<file path="src/rtl/seg_xlate_pkg.sv">
package seg_xlate_pkg;

    typedef enum logic [1:0] {
        ACC_READ  = 2'b00,
        ACC_WRITE = 2'b01,
        ACC_FETCH = 2'b10,
        ACC_RSVD  = 2'b11
    } acc_kind_e;

    localparam int PAGE_OFFSET_BITS = 12;

endpackage

</file>
<file path="src/rtl/seg_perm_check.sv">
module seg_perm_check
    import seg_xlate_pkg::*;
(
    input  logic [1:0] kind,
    input  logic       seg_rd,
    input  logic       seg_wr,
    output logic       perm_fail
);
    acc_kind_e kind_e;

    always_comb begin
        kind_e = acc_kind_e'(kind);
        unique case (kind_e)
            ACC_WRITE: perm_fail = !seg_wr;
            ACC_FETCH: perm_fail = 1'b0;
            default:   perm_fail = !seg_rd;
        endcase
    end
endmodule

</file>
<file path="src/rtl/seg_bound_check.sv">
module seg_bound_check #(
    parameter int AW = 32,
    parameter int SW = 4
) (
    input  logic [AW-1:0] addr,
    input  logic [SW-1:0] size,
    input  logic [AW-1:0] base,
    input  logic [AW-1:0] limit,
    input  logic          expdn,
    output logic          bound_fail
);
    localparam int EW = AW + 1;

    logic [EW-1:0] end_w;
    logic [EW-1:0] addr_w;
    logic [EW-1:0] base_w;
    logic [EW-1:0] limit_w;
    logic          wrapped;

    always_comb begin
        addr_w  = {1'b0, addr};
        base_w  = {1'b0, base};
        limit_w = {1'b0, limit};
        end_w   = addr_w + EW'(size);
        wrapped = limit_w < base_w;
        if (!expdn) begin
            if (wrapped) bound_fail = (limit_w < end_w) && (addr_w < base_w);
            else         bound_fail = (limit_w < end_w);
        end else begin
            if (wrapped) bound_fail = (addr_w <= limit_w) || (end_w >= base_w);
            else         bound_fail = (addr_w <= limit_w) && (end_w >= base_w);
        end
    end
endmodule

</file>
<file path="src/rtl/page_compose.sv">
module page_compose #(
    parameter int AW = 32,
    parameter int PB = 12
) (
    input  logic          paging_on,
    input  logic          hit,
    input  logic [AW-1:0] frame,
    input  logic [AW-1:0] addr,
    output logic [AW-1:0] paddr,
    output logic          miss
);
    localparam int HB = AW - PB;

    logic [AW-1:0] offset_w;

    always_comb begin
        offset_w = {{HB{1'b0}}, addr[PB-1:0]};
        paddr    = paging_on ? (frame | offset_w) : addr;
        miss     = paging_on && !hit;
    end
endmodule

</file>
<file path="src/rtl/seg_xlate_check.sv">
module seg_xlate_check
    import seg_xlate_pkg::*;
#(
    parameter int AW = 32,
    parameter int SW = 4
) (
    input  logic          clk,
    input  logic          rst_n,
    input  logic          req_valid,
    input  logic [AW-1:0] req_addr,
    input  logic [SW-1:0] req_size,
    input  logic [1:0]    req_kind,
    input  logic          mode_prot,
    input  logic          mode_paging,
    input  logic          mode_lma,
    input  logic          mode_cs64,
    input  logic          seg_rd,
    input  logic          seg_wr,
    input  logic          seg_expdn,
    input  logic [AW-1:0] seg_base,
    input  logic [AW-1:0] seg_limit,
    input  logic          tlb_hit,
    input  logic [AW-1:0] tlb_frame,
    output logic          rsp_valid,
    output logic [AW-1:0] rsp_paddr,
    output logic          rsp_gp,
    output logic          rsp_miss
);
    localparam int PB = PAGE_OFFSET_BITS;

    typedef struct packed {
        logic          valid;
        logic [AW-1:0] paddr;
        logic          gp;
        logic          miss;
    } rsp_t;

    rsp_t st_d, st_q;

    logic          perm_fail;
    logic          bound_fail;
    logic          comp_miss;
    logic [AW-1:0] comp_paddr;
    logic          checks_on;
    logic          gp_hit;

    seg_perm_check u_perm (
        .kind      (req_kind),
        .seg_rd    (seg_rd),
        .seg_wr    (seg_wr),
        .perm_fail (perm_fail)
    );

    seg_bound_check #(.AW(AW), .SW(SW)) u_bound (
        .addr       (req_addr),
        .size       (req_size),
        .base       (seg_base),
        .limit      (seg_limit),
        .expdn      (seg_expdn),
        .bound_fail (bound_fail)
    );

    page_compose #(.AW(AW), .PB(PB)) u_page (
        .paging_on (mode_prot && mode_paging),
        .hit       (tlb_hit),
        .frame     (tlb_frame),
        .addr      (req_addr),
        .paddr     (comp_paddr),
        .miss      (comp_miss)
    );

    always_comb begin
        checks_on  = mode_prot && !(mode_lma && mode_cs64);
        gp_hit     = checks_on && (perm_fail || bound_fail);
        st_d       = '0;
        st_d.valid = req_valid;
        if (req_valid) begin
            if (gp_hit) begin
                st_d.gp = 1'b1;
            end else if (comp_miss) begin
                st_d.miss = 1'b1;
            end else begin
                st_d.paddr = comp_paddr;
            end
        end
    end

    always_ff @(posedge clk) begin
        if (!rst_n) st_q <= '0;
        else        st_q <= st_d;
    end

    assign rsp_valid = st_q.valid;
    assign rsp_paddr = st_q.paddr;
    assign rsp_gp    = st_q.gp;
    assign rsp_miss  = st_q.miss;

    p_latency_r2: assert property (@(posedge clk) disable iff (!rst_n)
        req_valid |=> rsp_valid);

    p_real_mode_r3: assert property (@(posedge clk) disable iff (!rst_n)
        (req_valid && !mode_prot) |=>
            (rsp_paddr == $past(req_addr)) && !rsp_gp && !rsp_miss);

    p_long_skip_r4: assert property (@(posedge clk) disable iff (!rst_n)
        (req_valid && mode_prot && mode_lma && mode_cs64) |=> !rsp_gp);

    p_page_offset_r10: assert property (@(posedge clk) disable iff (!rst_n)
        (req_valid && mode_prot && mode_paging && tlb_hit) |=>
            (rsp_gp || (rsp_paddr[PB-1:0] ==
                ($past(req_addr[PB-1:0]) | $past(tlb_frame[PB-1:0])))));

    p_miss_needs_paging_r11: assert property (@(posedge clk) disable iff (!rst_n)
        (req_valid && !(mode_prot && mode_paging)) |=> !rsp_miss);

    p_onehot_fault_r12: assert property (@(posedge clk) disable iff (!rst_n)
        $onehot0({rsp_gp, rsp_miss}));

    p_fault_zero_addr_r12: assert property (@(posedge clk) disable iff (!rst_n)
        (rsp_gp || rsp_miss) |-> (rsp_paddr == '0));

endmodule

</file>
<file path="config.mk">
export PLATFORM = sky130hd
export DESIGN_NAME = seg_xlate_check
export DESIGN_NICKNAME = d
export VERILOG_FILES = /design/src/rtl/seg_xlate_pkg.sv /design/src/rtl/seg_perm_check.sv /design/src/rtl/seg_bound_check.sv /design/src/rtl/page_compose.sv /design/src/rtl/seg_xlate_check.sv
export SDC_FILE = /design/constraint.sdc
export NUM_CORES = 1
export LEC_CHECK = 0
export ABC_AREA = 1
export BUFFER_PORTS_ARGS = -buffer_cell sky130_fd_sc_hd__buf_2
export CAP_MARGIN = 30
export CORE_ASPECT_RATIO = 0.75
export CORE_MARGIN = 5
export CORE_UTILIZATION = 55
export DETAILED_ROUTE_END_ITERATION = 6
export PLACE_DENSITY = 0.92
export SYNTH_ARGS = -nofsm -noshare
export SYNTH_HDL_FRONTEND = slang
export SYNTH_SLANG_ARGS = --single-unit
</file>
<file path="constraint.sdc">
create_clock -name clk -period 6.7 [get_ports clk]
set_input_delay 0.67 -clock clk [delete_from_list [all_inputs] [get_ports clk]]
set_output_delay 0.67 -clock clk [all_outputs]
set_load 0.01 [all_outputs]
</file>
# Word-level counts from Yosys, hierarchy flattened
# Index checks and enable logic that the tools add are counted.
# Widths: inputs -> output; s select.
# totals
regBits,35
inputBits,145
# classes
addsub,1
magnitude_cmp,5
eq_ne,2
muxes,7
bitwise,3
n_reduce_logical,16
# ops
operator,n
$lt 32x32->1,2
$add 32x4->33,1
$ge 33x32->1,1
$lt 32x33->1,1
$le 32x32->1,1
$mux 32,1
$or 32x12->32,1
$logic_and 1x1->1,7
$mux 1,5
$logic_not 1->1,4
$reduce_or 4->1,1
$reduce_or 3->1,1
$eq 2x1->1 const B,1
$eq 2x2->1 const B,1
$logic_or 1x1->1,2
$not 1->1,2
$pmux 1 s2,1
$reduce_and 2->1,1

# Logic depth before layout (Yosys ltp)
# depth
word_depth,8
ltp_mapped,29
mapped_depth_nobuf,28

# Modules after synthesis
# From an unflattened synthesis, not the netlist that was laid out.
# unflattened
hier_cells,984
area_unflattened_um2,6429.9
# modules_own_cells
mod,instances,cells_per_inst,area_each_um2,seq_area_each_um2
seg_bound_check,1,756,4842.1,0.0
seg_xlate_check,1,116,1077.3,700.7
page_compose,1,104,470.5,0.0
seg_perm_check,1,8,40.0,0.0

# Least setup slack after synthesis
# Ideal clock, no wire load.
# synth_timing
path_type,in2reg
start,input port req_addr[0]
end,register st_q (netlist bit rsp_paddr[13])
arrival_ns,3.735
setup_slack_ns,2.848
stages,29
cell_sequence,ha_1 > fa_1 > nand3_1 > nand2_1 > nand2_2 > nor2_4 > nand3_2 > nor2_4 > nand3_2 > or2_4 > nor2_2 > nand2_2 > nor2_4 > nand3_1 > xor2_1 > inv_2 > ha_1 > nand2_1 > nor4_1 > nand4_1 > nand3b_1 > nor2_1 > nand3_1 > nand2_1 > nand3_1 > nand2_2 > nand3_4 > buf_6 > nor2_1
# synth_between
elab_chain_cells,8
elab_cells_between_ends,14
# synth_rtl
item,line_no,text
start: declaration,seg_xlate_check.sv:10,"input logic [AW-1:0] req_addr,"
$add 32x4->33,seg_bound_check.sv:24,end_w = addr_w + EW'(size);
$lt 32x33->1 / $ge 33x32->1 (equally long branches),-,
"$logic_and 1x1->1, or another cell as far along",seg_bound_check.sv:27,if (wrapped) bound_fail = (limit_w < end_w) && (addr_w < base_w);
"$mux 1, on equally long branches","seg_bound_check.sv:27, seg_bound_check.sv:30",
$mux 1 (*),seg_bound_check.sv:26,if (!expdn) begin
$logic_or 1x1->1 (*),seg_xlate_check.sv:74,gp_hit = checks_on && (perm_fail || bound_fail);
$logic_and 1x1->1 (*),seg_xlate_check.sv:74,
$reduce_or 4->1 (no line) (*),-,
end signal: assignment,seg_xlate_check.sv:90,else st_q <= st_d;
end: declaration,seg_xlate_check.sv:38,"rsp_t st_d, st_q;"
# Every way passes the cells marked *; elsewhere a longest branch is shown, timed or not.
# A chain may end at the register's enable or synchronous reset.

# Worst setup path in the final report
# layout_timing
start,input port req_addr[2]
end,register st_q (netlist bit rsp_paddr[27])
# Same word-level chain as after synthesis.

==> flow_metrics.env <==
export IMPL_comb_power_share_pct=43.7
export IMPL_cp_end_kind="register"
export IMPL_routabilityCongestion=0.994
export IMPL_dr_pass1_iters=6
export IMPL_grt_pass1_wl_um=29600
export IMPL_clk_pin_slew_ps=50
export IMPL_tightest_slew_ps=547
export IMPL_hold_path_class="input port to register"
export IMPL_netlist_area_um2=5970
export IMPL_totalPowerFinal_mw=0.922
export IMPL_drive_gt1_share_pct=19.3
export IMPL_hold_buffers=0
export IMPL_syn_nets=1194
export IMPL_vias=6569
export IMPL_fillerInstances=924
export IMPL_path_max_fanout=32
export IMPL_rows=33
export IMPL_crit_required_ps=6900
export IMPL_drc=0
export IMPL_finalCritPeriodShare_pct=65.0
export IMPL_hold_viol=0
export IMPL_ios=180
export IMPL_die_y_um=100
export IMPL_grt_pass1_vias=6133
export IMPL_grt_usage_pct=28.3
export IMPL_mostFrequentLayoutCell="buf_2"
export IMPL_diodes=0
export IMPL_cts_tree="yes"
export IMPL_fin_area_um2=7220
export IMPL_start_kind="input port"
export IMPL_final_cell_mix="179 x buf_2, 172 x nand2_1, 166 x inv_1"
export IMPL_drt_initial_drc_count=546
export IMPL_vdd_ir_drop_max_mv=0.131
export IMPL_antenna_found_initial=0
export IMPL_synth_avg_cell_area_um2=6.74
export IMPL_die_w_um=130
export IMPL_wire_per_inst_um=15.8
export IMPL_route_antenna_remaining_nets=0
export IMPL_setup_viol=0
export IMPL_synth_cells=886
export IMPL_drt_wl_total_um=19000
export IMPL_switching_share_pct=36.0
export IMPL_cts_repair_resized=0
export IMPL_critPathKind="input port to register"
export IMPL_internal_power_mw=0.590
export IMPL_cts_max_path_buffers=2
export IMPL_hpwl_um=16700
export IMPL_synth_seq_cells=35
export IMPL_pwr_share_seq_pct=24.0
export IMPL_min_period_ps=4360
export IMPL_cts_sinks=35
export IMPL_cts_setup_buffers=0
export IMPL_numCtsBuffers=5
export IMPL_area_growth_pct=20.8
export IMPL_arrival_ps=4550
export IMPL_synth_cell_types=35
export IMPL_status="complete, no violations"
export IMPL_nets=1374
export IMPL_cts_root_buf="clkbuf_16"
export IMPL_post_route_util_pct=67.0
export IMPL_htreeDepth=2
export IMPL_max_freq_ghz=0.230
export IMPL_finalNonFillerCells=1207
export IMPL_design_die_area_um2=13100
export IMPL_yosysWarnings=0
export IMPL_synth_seq_area_share_pct=11.7
export IMPL_slew_violations=0
export IMPL_core_area_um2=10800
export IMPL_overflow=0
export IMPL_p_per_area_nw_per_um2=128
export IMPL_p_clk_share_pct=32.3
export IMPL_cap_violations=0
export IMPL_tns_ps=0
export IMPL_placed_cell_area_um2=7020
export IMPL_viasPerCell=5.44
export IMPL_grt_max_degree=33
export IMPL_dpl_cell_count=1199
export IMPL_rsz0062_at_grt="false"
export IMPL_initial_core_util_pct=55.4
export IMPL_relSlewSlack_pct=63.2
export IMPL_numPortBuffers=179
export IMPL_leakage_nw=4.44
export IMPL_switchingPower_mw=0.332
-- logic make-up (layout without fill, tap and decap cells) --
family | after synthesis | count (layout) | synth area share (%)
multiplexers | 11 | 11 | 1.84
adder cells (fa/ha/maj) | 163 | 163 | 34.3
buffers and inverters | 176 | 357 | 11.4
AO/OA/AOI/OAI | 132 | 132 | 11.8
flip-flops | 35 | 35 | 11.7
AND/OR/NAND/NOR | 342 | 342 | 25.0
XOR/XNOR | 27 | 27 | 3.96
-- layer usage --
metal  vias up  global-route usage, %  wire length (µm)
li1       3278                      -                 -
met1      2851                   41.1              8190
met2       388                   44.5              7920
met3        52                   2.61              2340
met4         0                   8.46               572
met5         -                      0                 0
-- worst max-delay path, cell delays in order --
cell and delay, ps:
buf_2 130, ha_1 370, nand3_1 100, nand2_1 120
a21oi_1 80, nor2_1 260, nand3_1 230, inv_1 120
nand2_1 120, nor4_1 270, xor2_1 300, inv_1 80
ha_1 270, nand2_1 120, o21ai_0 100, a21oi_1 110
nand2_1 60, nand2_1 50, nand2_1 50, nand2_1 70
nand3_1 60, nand2_1 60, nand3_1 130, nand2_2 140
nand3_4 270, nor2_1 210
-- power by group through the flow --
stage               sequential, mW  combinational [mW]  clock [mW]
floorplan                    0.231               0.239           0
global placement             0.226               0.376           0
detailed placement           0.226               0.393           0
CTS                          0.222               0.396       0.300
global route                 0.222               0.459       0.308
finish                       0.222               0.403       0.298
-- path summary, 6_finish.rpt --
path / start / endpoint / slack (ps) / cells past startpoint
worst max-delay path: req_addr[2] / rsp_paddr[27]$_SDFF_PP0_ / 2340 / 26
worst min-delay path: tlb_frame[17] / rsp_paddr[17]$_SDFF_PP0_ / 640 / 3
-- registers in the layout, indices dropped and copies added, names as in the netlist --
| register | count |
|---|---|
| rsp_gp | 1 |
| rsp_miss | 1 |
| rsp_paddr | 32 |
| rsp_valid | 1 |
-- cell type report --
class	instances	area, µm²	share of cell area [%]
clock inverters	3	67.6	0.936
clock buffers	5	125	1.73
well taps	140	175	2.43
multi-input cells	675	4590	63.6
flip-flops and latches	35	701	9.71
repair buffers	180	923	12.8
inverters	169	634	8.79
-- cells in the mapped netlist, drive strengths merged --
library cell	n	area, µm²
a211oi	2	15.0
a21boi	1	7.51
a21o	6	45.0
a21oi	78	390
a31oi	1	6.26
buf	4	37.5
clkbuf	3	11.3
dfxtp	35	701
fa	1	20.0
ha	162	2030
inv	169	634
mux2i	11	110
nand2	175	664
nand3	25	148
nand3b	3	22.5
nand4	23	144
nor2	91	369
nor3	15	80.1
nor3b	1	7.51
nor4	6	37.5
o211ai	2	15.0
o21a	3	22.5
o21ai	37	185
o21bai	2	15.0
or2	3	21.3
xor2	27	236
-- through the flow --
step | worst slack (ps) | hold WS, ps
2_1_floorplan | 2850 | 813
3_3_place_gp | 2330 | 918
3_5_place_dp | 2130 | 926
4_1_cts | 2400 | 641
5_1_grt | 1980 | 657
6_report | 2340 | 643
No activity file was read; power rests on OpenSTA's default activity.
